[src/rtl/baud16_pkg.sv]
package baud16_pkg;
  // Register addresses decoded by the generator
  localparam int DIV_BASE_ADR = 0;  // divisor byte k sits at DIV_BASE_ADR + k
  localparam int LINE_SET_ADR = 3;  // line-setup register
endpackage

[src/rtl/bgen_regs.sv]
module bgen_regs #(
  parameter int ADDR_W = 3,
  parameter int DATA_W = 8,
  parameter int NBYTES = 2,
  localparam int DIV_W = DATA_W * NBYTES
) (
  input  logic              clk,
  input  logic              rst_n,
  input  logic [ADDR_W-1:0] acc_addr,
  input  logic              acc_wr,
  input  logic              acc_rd,
  input  logic [DATA_W-1:0] acc_wdata,
  output logic [DATA_W-1:0] acc_rdata,
  output logic              ext_sel,
  output logic              latch_sel,
  output logic [DIV_W-1:0]  div_q,
  output logic [DIV_W-1:0]  div_next,
  output logic              div_load
);
  import baud16_pkg::*;

  logic [DATA_W-1:0] line_set_q;
  logic [NBYTES-1:0] byte_hit;
  logic              hit_line;
  logic              owns_addr;

  assign latch_sel = line_set_q[DATA_W-1];
  assign hit_line  = (acc_addr == ADDR_W'(LINE_SET_ADR));

  always_ff @(posedge clk or negedge rst_n) begin
    if (!rst_n)                line_set_q <= '0;
    else if (acc_wr && hit_line) line_set_q <= acc_wdata;
  end

  // One byte latch per divisor slice
  for (genvar i = 0; i < NBYTES; i++) begin : g_byte
    assign byte_hit[i] = acc_wr && latch_sel &&
                         (acc_addr == ADDR_W'(DIV_BASE_ADR + i));
    always_ff @(posedge clk or negedge rst_n) begin
      if (!rst_n)           div_q[i*DATA_W +: DATA_W] <= '0;
      else if (byte_hit[i]) div_q[i*DATA_W +: DATA_W] <= acc_wdata;
    end
  end

  // Divisor value as it will stand after this edge
  always_comb begin
    div_next = div_q;
    for (int k = 0; k < NBYTES; k++)
      if (byte_hit[k]) div_next[k*DATA_W +: DATA_W] = acc_wdata;
  end

  assign div_load = |byte_hit;

  always_comb begin
    acc_rdata = '0;
    if (acc_rd) begin
      if (hit_line) acc_rdata = line_set_q;
      for (int k = 0; k < NBYTES; k++)
        if (latch_sel && acc_addr == ADDR_W'(DIV_BASE_ADR + k))
          acc_rdata = div_q[k*DATA_W +: DATA_W];
    end
  end

  always_comb begin
    owns_addr = hit_line;
    for (int k = 0; k < NBYTES; k++)
      if (latch_sel && acc_addr == ADDR_W'(DIV_BASE_ADR + k)) owns_addr = 1'b1;
  end

  assign ext_sel = (acc_wr || acc_rd) && !owns_addr;

  // a write with the select bit clear leaves the divisor alone
  a_r4_div_guarded: assert property (@(posedge clk) disable iff (!rst_n)
    (acc_wr && !latch_sel) |=> $stable(div_q));

  // the line-setup register is never flagged as foreign
  a_r9_line_owned: assert property (@(posedge clk) disable iff (!rst_n)
    ((acc_wr || acc_rd) && hit_line) |-> !ext_sel);
endmodule

[src/rtl/bgen_count.sv]
module bgen_count #(
  parameter int DIV_W = 16
) (
  input  logic             clk,
  input  logic             rst_n,
  input  logic [DIV_W-1:0] div_q,
  input  logic [DIV_W-1:0] div_next,
  input  logic             div_load,
  output logic             tick
);
  logic [DIV_W-1:0] cnt_q;

  always_ff @(posedge clk or negedge rst_n) begin
    if (!rst_n)                cnt_q <= '0;
    else if (div_load)         cnt_q <= (div_next == '0) ? '0 : div_next - DIV_W'(1);
    else if (div_q == '0)      cnt_q <= '0;
    else if (cnt_q == '0)      cnt_q <= div_q - DIV_W'(1);
    else                       cnt_q <= cnt_q - DIV_W'(1);
  end

  assign tick = (div_q != '0) && (cnt_q == '0);

  // zero divisor keeps the output silent
  a_r7_zero_quiet: assert property (@(posedge clk) disable iff (!rst_n)
    (div_q == '0) |-> !tick);

  // pulses are one cycle wide for divisors above one
  a_r5_single_pulse: assert property (@(posedge clk) disable iff (!rst_n)
    (tick && div_q > DIV_W'(1) && !div_load) |=> !tick);

  // divisor one ticks every cycle
  a_r6_every_cycle: assert property (@(posedge clk) disable iff (!rst_n)
    (div_q == DIV_W'(1) && !div_load) |=> tick);

  // a reload to a divisor above one starts a fresh period
  a_r8_restart: assert property (@(posedge clk) disable iff (!rst_n)
    (div_load && div_next > DIV_W'(1)) |=> !tick);
endmodule

[src/rtl/baud16_gen.sv]
module baud16_gen #(
  parameter int ADDR_W = 3,
  parameter int DATA_W = 8,
  parameter int NBYTES = 2,
  localparam int DIV_W = DATA_W * NBYTES
) (
  input  logic              clk,
  input  logic              rst_n,
  input  logic [ADDR_W-1:0] acc_addr,
  input  logic              acc_wr,
  input  logic              acc_rd,
  input  logic [DATA_W-1:0] acc_wdata,
  output logic [DATA_W-1:0] acc_rdata,
  output logic              ext_sel,
  output logic              latch_sel,
  output logic              tick16
);
  logic [DIV_W-1:0] div_q;
  logic [DIV_W-1:0] div_next;
  logic             div_load;

  bgen_regs #(.ADDR_W(ADDR_W), .DATA_W(DATA_W), .NBYTES(NBYTES)) u_regs (
    .clk(clk), .rst_n(rst_n), .acc_addr(acc_addr), .acc_wr(acc_wr),
    .acc_rd(acc_rd), .acc_wdata(acc_wdata), .acc_rdata(acc_rdata),
    .ext_sel(ext_sel), .latch_sel(latch_sel), .div_q(div_q),
    .div_next(div_next), .div_load(div_load)
  );

  bgen_count #(.DIV_W(DIV_W)) u_count (
    .clk(clk), .rst_n(rst_n), .div_q(div_q), .div_next(div_next),
    .div_load(div_load), .tick(tick16)
  );
endmodule

[config.mk]
export PLATFORM = sky130hd
export DESIGN_NAME = baud16_gen
export DESIGN_NICKNAME = d
export VERILOG_FILES = /design/src/rtl/baud16_pkg.sv /design/src/rtl/bgen_regs.sv /design/src/rtl/bgen_count.sv /design/src/rtl/baud16_gen.sv
export SDC_FILE = /design/constraint.sdc
export NUM_CORES = 1
export LEC_CHECK = 0
export BUFFER_PORTS_ARGS = -buffer_cell sky130_fd_sc_hd__buf_4
export CAP_MARGIN = 0
export CORE_MARGIN = 2
export CORE_UTILIZATION = 56
export CTS_BUF_LIST = sky130_fd_sc_hd__clkbuf_8
export DETAILED_ROUTE_END_ITERATION = 10
export HOLD_SLACK_MARGIN = 0.06
export PLACE_DENSITY_LB_ADDON = 0.05
export SKIP_LAST_GASP = 1
export SLEW_MARGIN = 0
export SYNTH_ARGS = -nofsm -noshare
export SYNTH_HDL_FRONTEND = slang
export SYNTH_SLANG_ARGS = --single-unit
[constraint.sdc]
create_clock -name clk -period 2.8 [get_ports clk]
set_clock_uncertainty 0.2 [all_clocks]
set_input_delay 0.56 -clock clk [delete_from_list [all_inputs] [get_ports clk]]
set_output_delay 0.56 -clock clk [all_outputs]
set_load 0.01 [all_outputs]
==> results.md <==
* Tcrit/Tclk final at 97.33%
* Maxcap violations at 0
* CP max FO at 5
* Post-synth top area cell: dfrtp_1
* Core region area at 0.005075 mm2
* Clock power share at 15.9%
* P_leak at approximately 1.6 nW
* Critical path's largest stage delay at ~0.39 ns
* Slowest cell on crit path: dfrtp_1
* First element of the critical path: u_count.cnt_q[15]$_DFF_PN0_
* Dpl hpwl at ~6.7 mm
* Skew-Pair Late Insertion Delay at 0.30 ns
* Average wire per standard cell at 19.49 um
* Clock net sink count at 40
* Critical Path RT at 2.81 ns
* Worst Max-Slew Pin Slew at 0.5442 ns
* Final worst path period need at 2.725 ns
* DIE AREA at 0.005799 mm2
* RSZ-0062 raised after global routing: true
* Synth warn at 0
* Design Area, Final at around 0.0036 mm2
* Clock root cell: clkbuf_8
* IO Count at 26
* Vias in the first global route at 2,851
* Total Routing Usage GR at 31.88%
* Reg2reg setup slack at 0.07 ns
* Sw frac at 41.46%
* Power, Total at approximately 3.3 mW
* CTS tree: built
* Post-route DRC at 0
* Critical Path Start Type: flip-flop
* Placed Area at ~0.0034 mm2
* Chip width at about 76 um
* Synth Instances at 331
* P&R area growth vs syn at 23.56%
* Non-Filler Instances at between 400 and 500
* Top cells by area, synth: dfrtp_1, mux2_2, nor2_1
* Dominant synthesized flop cell: dfrtp_1
* Syn Area/Cell at ~8.8 um2
* Post-synth top cells: nor2_1, dfrtp_1, a21oi_1
* Cell area after synthesis at 0.002915 mm2
* Worst vdd ir at ~570 uV
* Register share of total power at between 30% and 40%
* EDFF count, synth at 0
* Final hold violations at 0
* N_diodes at 0
* Worst setup endpoint: u_count.cnt_q[12]$_DFF_PN0_
* Synth Register Bits at 40
* Cells after DPL at 442
* Clock-pin slew on the worst setup and hold paths at 0.08 ns
* H-tree depth at 2
* Async S/R FF share, synth at 100.0%
* Most instantiated library cell after synthesis: nor2_1
* Seq/Total Area, Yosys at 34.33%
* Standard-cell row count at 26
* Initial antenna violation count at 0
* Routed Antenna Nets at 0
* Net Sw Power at 1.373 mW
* First-pass GRT wire length at 14.41 mm
* Final core utilization at around 71%
* Crit path arrival time at 2.73 ns
* Reg2reg start: u_count.cnt_q[15]$_DFF_PN0_
* Clk buf depth at 2
* Comb pwr share at 53.1%
* Initial Utilization at 57.45%
* Internal power at just under 2 mW
* Cell family with most CP delay: simple AND/OR/NAND/NOR gates
* Syn nets at around 350
* Crit path buffers/inverters at 1
* WP depth at 11
* Number of buffers added on ports at 25
* CP Cell Sequence: or3_4 -> nor4_4 -> buf_4 -> and2_1 -> a21oi_2 -> ha_2 -> nand2_4 -> or2_4 -> or3b_1 -> o21a_1 -> o32ai_1
* Slew HR at 63.72%
* Final Max Tran Viols at 0
* Worst R2R Path Depth at 11
* Status: finished, final reports clean
* Pre-antenna DRT Iters at 5
* Final GP Congestion at roughly 0.95
* Netlist cell types at between 60 and 70
* DRT iter0 DRCs at 280
* Final wirelength at 8.985 mm
* Crit. End Element: flip-flop
* Share of cells above drive strength 1 at 30.95%
* Chip height at 76.15 um
* Setup TNS at 0 ns
* Worst Hold Class: flip-flop to flip-flop
* Max Fclk at 366.9 MHz
* Vias at 2,866
* Crit Path Class: flip-flop to flip-flop
* R2R Path End: u_count.cnt_q[12]$_DFF_PN0_
* Pin count of the biggest net entering global routing at between 40 and 50
* Final setup fails at 0
* Top cell type's share of synthesized area at 34.33%
* CTS Buf Count at 5
* Nets at about 410
* Grt total ovfl at 0
* Pwr dens at 919.5 mW/mm2
* Filler cells at 432
* Via-to-Cell Ratio at 6.217
stage by stage:
step | setup slack [ns] | hold slack, ns
floorplan | -0.03227 | 0.06441
global placement | 0.1409 | 0.2875
detailed placement | -0.002465 | 0.2939
CTS | 0.007548 | 0.3113
global route | -0.06539 | 0.3291
finish | 0.07470 | 0.3138
flip-flops by register name (all words and copies together), names as in the netlist:
register,flops
u_count.cnt_q,16
u_regs.line_set_q,8
u_regs.div_q,16
cells in the final DEF (no fill, tap or decap), types with 2 or more instances in the layout:
cell,instances
a21oi_1,21
a22oi_1,2
a311o_1,2
a31oi_1,3
and2_1,2
and3_1,3
buf_4,67
clkbuf_8,7
dfrtp_1,38
dfrtp_2,2
ha_1,2
inv_1,12
mux2_2,21
mux2i_1,9
nand2_1,12
nand2_4,2
nand2b_1,2
nand3_1,10
nand3b_1,5
nand4_1,4
nor2_1,47
nor3_1,16
nor3b_1,2
nor4_1,7
nor4b_1,3
o211ai_1,7
o21ai_0,3
o21ai_1,5
o22ai_1,10
or2_2,2
or3_1,3
or3_4,3
xnor2_1,14
xor2_1,7
repair_timing:
item,4_1_cts,5_1_grt
gates resized for setup,2,5
gates cloned,0,0
hold buffers,1,0
setup buffers,4,6
endpoints found under the setup margin,1,4
endpoints found under the hold margin,32,0
pin swaps,1,3
layout make-up:
type                    instances  area [um2]  share of cell area, %
multi-input cells             262        1807                  50.16
flip-flops and latches         40        1003                  27.86
repair buffers                 69       533.0                  14.80
clock buffers                   7       96.34                  2.675
well taps                      70       87.58                  2.431
inverters                      12       45.04                  1.250
clock inverters                 1       30.03                 0.8336
cells by family (layout without fill, tap and decap cells):
logic type,count (synthesis),in the layout,share of synthesized area [%]
simple gates,136,136,25.02
compound gates,72,72,16.82
flops,40,40,34.33
mux,30,30,11.20
buf+inv,29,89,5.021
xor+xnor,21,21,6.309
fa+ha+maj,3,3,1.288
power groups by stage:
stage | clock, mW | combinational (mW) | sequential (mW)
after global placement | 0 | 1.56 | 1.03
after CTS | 0.539 | 1.65 | 1.02
after global routing | 0.562 | 1.90 | 1.06
after floorplan | 0 | 1.12 | 0.950
final | 0.527 | 1.76 | 1.03
after detailed placement | 0 | 1.60 | 1.03
per-layer routing:
metal,part of all wire (%),global-route usage [%],vias to the layer above
li1,-,-,1326
met1,42,43.03,1362
met2,48,50.09,148
met3,7.0,4.739,30
met4,3.5,16.36,0
met5,0,0,-
worst reg2reg max path, delay by kind of cell (launching register included):
kind	cells	cell delay (ns)
DFF	1	0.39
AOI/OAI and AO/OA	3	0.55
adders and majority gates	1	0.22
buffers and inverters	1	0.15
and+or+nand+nor	6	1.10
worst min path at each step:
stage	from	cells after the start	to	slack (ns)
floorplan	rst_n	0	u_count.cnt_q[0]$_DFF_PN0_	0.06
global placement	u_regs.line_set_q[6]$_DFFE_PN0P_	1	u_regs.line_set_q[6]$_DFFE_PN0P_	0.29
detailed placement	u_regs.line_set_q[2]$_DFFE_PN0P_	1	u_regs.line_set_q[2]$_DFFE_PN0P_	0.29
CTS	u_regs.line_set_q[6]$_DFFE_PN0P_	1	u_regs.line_set_q[6]$_DFFE_PN0P_	0.31
global route	u_regs.line_set_q[2]$_DFFE_PN0P_	1	u_regs.line_set_q[2]$_DFFE_PN0P_	0.33
finish	u_regs.line_set_q[6]$_DFFE_PN0P_	1	u_regs.line_set_q[6]$_DFFE_PN0P_	0.31
Power figures use the tool's default switching activity.
